**src/rtl/mail_pkg.sv**
```systemverilog
package mail_pkg;
  localparam int HALF_W  = 16;
  localparam int NUM_BOX = 2;

  typedef struct packed {
    logic wrHi;
    logic wrLo;
    logic rdLo;
  } mbxStrobe_t;
endpackage

```
**src/rtl/mail_ctrl.sv**
```systemverilog
module mail_ctrl
  import mail_pkg::*;
#(
  parameter int NBOX = NUM_BOX
) (
  input  logic                        clk,
  input  logic                        rstN,
  input  logic                        wrEn,
  input  logic [1:0]                  wrSel,
  input  logic                        rdEn,
  input  logic [1:0]                  rdSel,
  output mbxStrobe_t [NBOX-1:0]       strb
);
  genvar b;
  generate
    for (b = 0; b < NBOX; b++) begin : g_dec
      always_comb begin
        strb[b].wrHi = wrEn && (wrSel[1] == b[0]) &&  wrSel[0];
        strb[b].wrLo = wrEn && (wrSel[1] == b[0]) && !wrSel[0];
        strb[b].rdLo = rdEn && (rdSel[1] == b[0]) && !rdSel[0];
      end
    end
  endgenerate

  logic [2*NBOX-1:0] wrStrobes;
  always_comb begin
    for (int i = 0; i < NBOX; i++) begin
      wrStrobes[2*i]   = strb[i].wrHi;
      wrStrobes[2*i+1] = strb[i].wrLo;
    end
  end


  one_write_chk: assert property (@(posedge clk) disable iff (!rstN)
    $onehot0(wrStrobes));
endmodule

```
**src/rtl/mail_dpath.sv**
```systemverilog
module mail_dpath
  import mail_pkg::*;
#(
  parameter int W    = HALF_W,
  parameter int NBOX = NUM_BOX
) (
  input  logic                    clk,
  input  logic                    rstN,
  input  mbxStrobe_t [NBOX-1:0]   strb,
  input  logic [W-1:0]            wrData,
  input  logic [1:0]              rdSel,
  output logic [W-1:0]            rdData,
  output logic [NBOX-1:0][2*W-1:0] peekAll,
  output logic [NBOX-1:0]         pendAll
);
  localparam int FLAG = W - 1;

  logic [NBOX-1:0][W-1:0] hiWord;
  logic [NBOX-1:0][W-1:0] loWord;

  genvar b;
  generate
    for (b = 0; b < NBOX; b++) begin : g_box
      always_ff @(posedge clk or negedge rstN) begin
        if (!rstN) begin
          hiWord[b] <= '0;
          loWord[b] <= '0;
        end else begin
          if (strb[b].wrHi) begin
            hiWord[b] <= {1'b0, wrData[FLAG-1:0]};
          end else if (strb[b].wrLo) begin
            loWord[b]       <= wrData;
            hiWord[b][FLAG] <= 1'b1;
          end else if (strb[b].rdLo) begin
            hiWord[b][FLAG] <= 1'b0;
          end
        end
      end

      assign peekAll[b] = {hiWord[b], loWord[b]};
      assign pendAll[b] = hiWord[b][FLAG];


      lo_write_sets_chk: assert property (@(posedge clk) disable iff (!rstN)
        strb[b].wrLo |=> (pendAll[b] && loWord[b] == $past(wrData)));

      lo_read_clears_chk: assert property (@(posedge clk) disable iff (!rstN)
        (strb[b].rdLo && !strb[b].wrLo) |=> !pendAll[b]);

      hi_write_masks_chk: assert property (@(posedge clk) disable iff (!rstN)
        strb[b].wrHi |=> (hiWord[b] == {1'b0, $past(wrData[FLAG-1:0])}));

      idle_holds_chk: assert property (@(posedge clk) disable iff (!rstN)
        !(strb[b].wrHi || strb[b].wrLo || strb[b].rdLo) |=>
          ($stable(hiWord[b]) && $stable(loWord[b])));

      collide_wins_chk: assert property (@(posedge clk) disable iff (!rstN)
        (strb[b].wrLo && strb[b].rdLo) |=> pendAll[b]);
    end
  endgenerate

  always_comb begin
    if (rdSel[0]) rdData = hiWord[rdSel[1]];
    else          rdData = loWord[rdSel[1]];
  end
endmodule

```
**src/rtl/mail_pair.sv**
```systemverilog
module mail_pair
  import mail_pkg::*;
#(
  parameter int W = HALF_W
) (
  input  logic           clk,
  input  logic           rstN,
  input  logic           wrEn,
  input  logic [1:0]     wrSel,
  input  logic [W-1:0]   wrData,
  input  logic           rdEn,
  input  logic [1:0]     rdSel,
  output logic [W-1:0]   rdData,
  output logic [2*W-1:0] peek0,
  output logic [2*W-1:0] peek1,
  output logic [1:0]     pending
);
  mbxStrobe_t [NUM_BOX-1:0]         strb;
  logic [NUM_BOX-1:0][2*W-1:0]      peekAll;

  mail_ctrl #(.NBOX(NUM_BOX)) u_ctrl (
    .clk   (clk),
    .rstN  (rstN),
    .wrEn  (wrEn),
    .wrSel (wrSel),
    .rdEn  (rdEn),
    .rdSel (rdSel),
    .strb  (strb)
  );

  mail_dpath #(.W(W), .NBOX(NUM_BOX)) u_dpath (
    .clk     (clk),
    .rstN    (rstN),
    .strb    (strb),
    .wrData  (wrData),
    .rdSel   (rdSel),
    .rdData  (rdData),
    .peekAll (peekAll),
    .pendAll (pending)
  );

  assign peek0 = peekAll[0];
  assign peek1 = peekAll[1];
endmodule

```
**config.mk**
```make
export PLATFORM = sky130hd
export DESIGN_NAME = mail_pair
export DESIGN_NICKNAME = d
export VERILOG_FILES = /design/src/rtl/mail_pkg.sv /design/src/rtl/mail_ctrl.sv /design/src/rtl/mail_dpath.sv /design/src/rtl/mail_pair.sv
export SDC_FILE = /design/constraint.sdc
export NUM_CORES = 1
export LEC_CHECK = 0
export BUFFER_PORTS_ARGS = -buffer_cell sky130_fd_sc_hd__buf_2
export CORE_MARGIN = 2
export CORE_UTILIZATION = 30
export DETAILED_ROUTE_END_ITERATION = 6
export GPL_ROUTABILITY_DRIVEN = 0
export HOLD_SLACK_MARGIN = 0.08
export PLACE_DENSITY_LB_ADDON = 0.3
export SYNTH_ARGS = -nofsm -noshare
export SYNTH_HDL_FRONTEND = slang
export SYNTH_SLANG_ARGS = --single-unit
```
**constraint.sdc**
```tcl
create_clock -name clk -period 2 [get_ports clk]
set_clock_uncertainty 0.2 [all_clocks]
set_input_delay 0.2 -clock clk [delete_from_list [all_inputs] [get_ports clk]]
set_output_delay 0.2 -clock clk [all_outputs]
set_load 0.02 [all_outputs]
```
==> Yosys cells after proc, flatten, opt, wreduce, memory -nomap -nowiden <==
Index checks and enable logic that the tools add are counted.
{ "classes": {"bitwise_logic": 4, "n_mux": 11, "reduce_logical": 16, "n_lt_le_gt_ge": 1} }
{ "ops": {"columns": ["cell", "count"], "rows": [
  ["$mux W16", 5],
  ["$logic_and A1 B1 Y1", 10],
  ["$mux W1", 6],
  ["$reduce_bool A3 Y1", 2],
  ["$not A1 Y1", 4],
  ["$reduce_and A2 Y1", 2],
  ["$logic_not A1 Y1", 2],
  ["$lt A1 B2 Y1 const B", 1]
]} }
{ "totals": {"inputBits": 24, "word_cells": 38, "output_inout_bits": 82, "ff_bits": 64} }

==> Depth between registers and ports, before layout <==
{ "logic_depth": {"ltp_word": 6, "ltp_mapped": 4, "ltp_nobuf": 2} }

==> Modules after synthesis <==
From an unflattened synthesis, not the netlist that was laid out.
{ "hier_totals": {"hier_cells": 170, "hier_area_um2": 3000.4} }
{ "modules_own_cells": {"columns": ["module", "n_inst", "area_each_um2", "cells_per_inst", "seq_area_each_um2"], "rows": [
  ["mail_dpath", 1, 2946.6, 164, 1601.5],
  ["mail_ctrl", 1, 53.8, 6, 0.0]
]} }

==> Worst setup path after synthesis <==
OpenSTA, ideal clock, no wires.
{ "synth_timing": {"path_kind": "input -> output", "from": "in rdSel[1]", "to": "out rdData[10]", "slack_ns": 0.351, "t_required_ns": 1.600, "path_stages": 3, "arrival_time_ns": 1.249, "path_buffers": 2, "path_cell_list": "buf_2 buf_4 mux4_2"} }
{ "synth_between": {"elab_chain_cells": 3, "word_cells_on_any_way": 5, "classes_between": "mux: 5"} }
{ "synth_lines": {"columns": ["element", "line", "source"], "rows": [
  ["start, declared", "mail_pair.sv:12", "input logic [1:0] rdSel,"],
  ["$mux W16 (on tied branches) (2 in a row)", "mail_dpath.sv:64, mail_dpath.sv:63", null],
  ["$mux W16 *", "mail_dpath.sv:63", "if (rdSel[0]) rdData = hiWord[rdSel[1]];"],
  ["end, declared", "mail_pair.sv:13", "output logic [W-1:0] rdData,"]
]} }
Every way passes the cells marked *; elsewhere a longest branch is shown, timed or not. The select of a mux whose other input is x is not followed.

==> Final worst setup path <==
{ "layout_timing": {"from": "reg u_dpath.loWord, in the netlist u_dpath.peekAll[7]", "to": "out rdData[7]"} }
{ "layout_between": {"elab_chain_cells": 3} }
{ "layout_lines": {"columns": ["element", "line", "source"], "rows": [
  ["start, declared", "mail_dpath.sv:19", "logic [NBOX-1:0][W-1:0] loWord;"],
  ["start signal, assigned by index", "mail_dpath.sv:32", "loWord[b] <= wrData;"],
  ["$mux W16 (implied by the code) (2 in a row)", "mail_dpath.sv:64", "else rdData = loWord[rdSel[1]];"],
  ["$mux W16", "mail_dpath.sv:63", null]
]} }
Every way passes these cells. The select of a mux whose other input is x is not followed.

==> summary.txt <==
Flow run
  • Maximum capacitance violations: 0

Clocking
  • Hold_buf cts: 19
  • Clock latency on the worst-skew pair: 330 ps
  • Clk slew on worst S/H paths: 70 ps
  • CTS root buf: clkbuf_8
  • H-tree levels: 3
  • Post-CTS Setup Bufs: 0
  • Total CTS buffers: 9
  • CTS tree: yes
  • Post_cts resized: 0
  • CTS max path bufs: 2
  • Sink Count: 64

Die
  • Row count: 35
  • Initial Utilization: 31.16%
  • Die area: 0.01049 mm2
  • Chip width: 102.4 um
  • Die Span Y: 102.4 um
  • # IOs: 106
  • Core Box Area: 0.009328 mm2

Global routing
  • Global-route wire length before repair: 10670 um
  • Met2 Usage GRT: 22.37%
  • Largest net degree at the start of global routing: 65
  • Vias in the first global route: 1941
  • Total gr overflow: 0
  • Initial antenna violation count: 0
  • Global routing usage on met1: 17.46%
  • Gr busiest metal: met2
  • Overall routing resource usage: 13.77%
  • M3 GR Usage: 4.651%

Placement
  • Post-DP Area: 0.003582 mm2
  • Post-DP HPWL: 4839 um
  • Port bufs: 105

Setup path
  • Worst path arrival time: 1380 ps
  • Worst path slowest cell: mux4_2
  • Crit end category: primary output
  • R2R setup slack: 460 ps
  • CP bufs+invs: 1
  • Cell Chain, Critical Path: mux4_2 -> buf_2
  • Largest delay share family, worst path: multiplexers
  • Reg-to-Reg End: u_dpath.peekAll[63]
  • Reg-to-reg startpoint: u_dpath.peekAll[63]
  • Worst reg2reg path depth: 3
  • Critical Path Fanout Max: 3
  • Crit Path Class: reg2out
  • CP startpoint kind: flip-flop
  • Crit-path max cell delay: 470 ps
  • CP required: 1600 ps

Route
  • Avg Vias per Cell: 4.549
  • Detailed Route WL: 7030 um
  • Wire per inst: 16.35 um
  • # DRC: 0
  • First drt pass iteration count: 4
  • Final ANT Viol Nets: 0
  • DR vias: 1956
  • Starting DRT DRC Count: 25

Final layout
  • Final core utilization: 42.58%
  • Fin nets: 320
  • Number of diodes: 0
  • Final Cell Area: 0.003971 mm2
  • Ratio of cells with drive above 1 in the final layout: 70.43%
  • Syn-to-layout area delta: 36.63%
  • Max reg flops: 64

Yosys
  • Cells after synthesis: 164
  • Synth Net Count: 188
  • Synthesized area: 0.002907 mm2
  • Synth warn: 0
  • Seq cells post-synth: 64
  • Avg Cell Area, Syn: 17.72 um2
  • Post-synth cell types: 19
  • Register area share after synthesis: 55.10%

STA
  • RSZ-0062 raised after global routing: no
  • Max-slew violations: 0
  • Relative slew slack: 75.95%
  • Setup TNS Final: 0 ps
  • Slew @ Worst Pin: 360.7 ps
  • Hold Vio Cnt, Final: 0
  • Period utilization: 88.97%
  • WHS: 139.3 ps
  • Fmax: 562.0 MHz
  • Post-route minimum period: 1779 ps
  • Setup-failing EPs final: 0

Pwr
  • Maximum vdd ir drop: 0.0003285 V
  • Pleak: 1.863 nW
  • Pwr dens: 1043 mW/mm2
  • Total Power: 4.142 mW

Outcome
  • Outcome: complete, no violations

Min path
  • Hold_sp: wrSel[1]
  • Hold endpoint: u_dpath.peekAll[31]
  • WHS Path Cells: 3
  • Worst hold path class: in2reg
==> stage by stage <==
step	worst slack, ps	std cells
6_report	220.7	430
5_1_grt	170.1	430
4_1_cts	198.5	430
3_5_place_dp	341.4	395
3_3_place_gp	355.2	395
2_1_floorplan	350.8	164
==> power breakdown <==
part           switching [mW]  internal, mW  total [mW]  leakage [nW]
logic                   0.710         0.598        1.31          1.00
clock network           0.466         0.641        1.11         0.103
registers               0.187          1.54        1.73         0.759
==> cell families after synthesis <==
logic type / Yosys count / share of synthesized area, %
flops: 64 / 55.10
mux: 78 / 37.58
compound gates: 3 / 0.8178
buf+inv: 12 / 3.573
simple gates: 7 / 2.928
==> layout by cell type, fill, tap and decap left out <==
master / instances
mux2_2: 52
mux2_4: 9
or3b_2: 1
buf_4: 7
buf_12: 2
a21bo_2: 1
mux4_2: 16
bufinv_16: 1
dfrtp_1: 64
buf_2: 105
nand3_2: 1
dlygate4sd3_1: 19
o21ai_0: 1
clkbuf_8: 11
or2b_1: 1
nand3b_4: 1
nand3b_2: 1
a31o_2: 1
clkbuf_1: 2
nor3b_4: 1
clkinv_2: 2
mux2_1: 1
and3b_1: 1
==> cell type report <==
class                      count  area (um2)
fill                         883        5356
clock inverter                 3       40.04
multi-input combinational     88        1201
tap                          129       161.4
clock buffer                  13       158.9
sequential                    64        1602
timing repair buffer         133       808.3
==> per-layer routing <==
metal | part of all wire (%) | wire [um]
met2 | 50 | 3532
met1 | 44 | 3108
met5 | 0 | 0
met3 | 4.5 | 315
met4 | 1.1 | 74
==> how the worst max path moves through the flow <==
stage,depth (start not counted),start,endpoint,slack [ps]
6_report,2,u_dpath.peekAll[7],rdData[7],220
3_5_place_dp,4,rdSel[0],rdData[11],340
4_1_cts,2,u_dpath.peekAll[51],rdData[3],200
2_1_floorplan,3,rdSel[1],rdData[10],350
5_1_grt,2,u_dpath.peekAll[53],rdData[5],170
3_3_place_gp,4,rdSel[0],rdData[11],360
==> worst min-delay path: cells and delay by family <==
family,cells,cell delay (ps)
AO/OA/AOI/OAI,1,130
AND/OR/NAND/NOR,1,120
buffers and inverters,1,180
==> cells in the mapped netlist (all sizes together) <==
master | instances | area (um2)
nor3b | 1 | 18.77
nand3 | 1 | 10.01
and3b | 1 | 8.760
dfrtp | 64 | 1602
or2b | 1 | 7.510
mux4 | 16 | 360.4
or3b | 1 | 8.760
a21bo | 1 | 10.01
nand3b | 2 | 31.28
mux2 | 62 | 731.9
a31o | 1 | 8.760
o21ai | 1 | 5.000
buf | 12 | 103.9
Note: power is estimated with default switching activity, not from simulation.
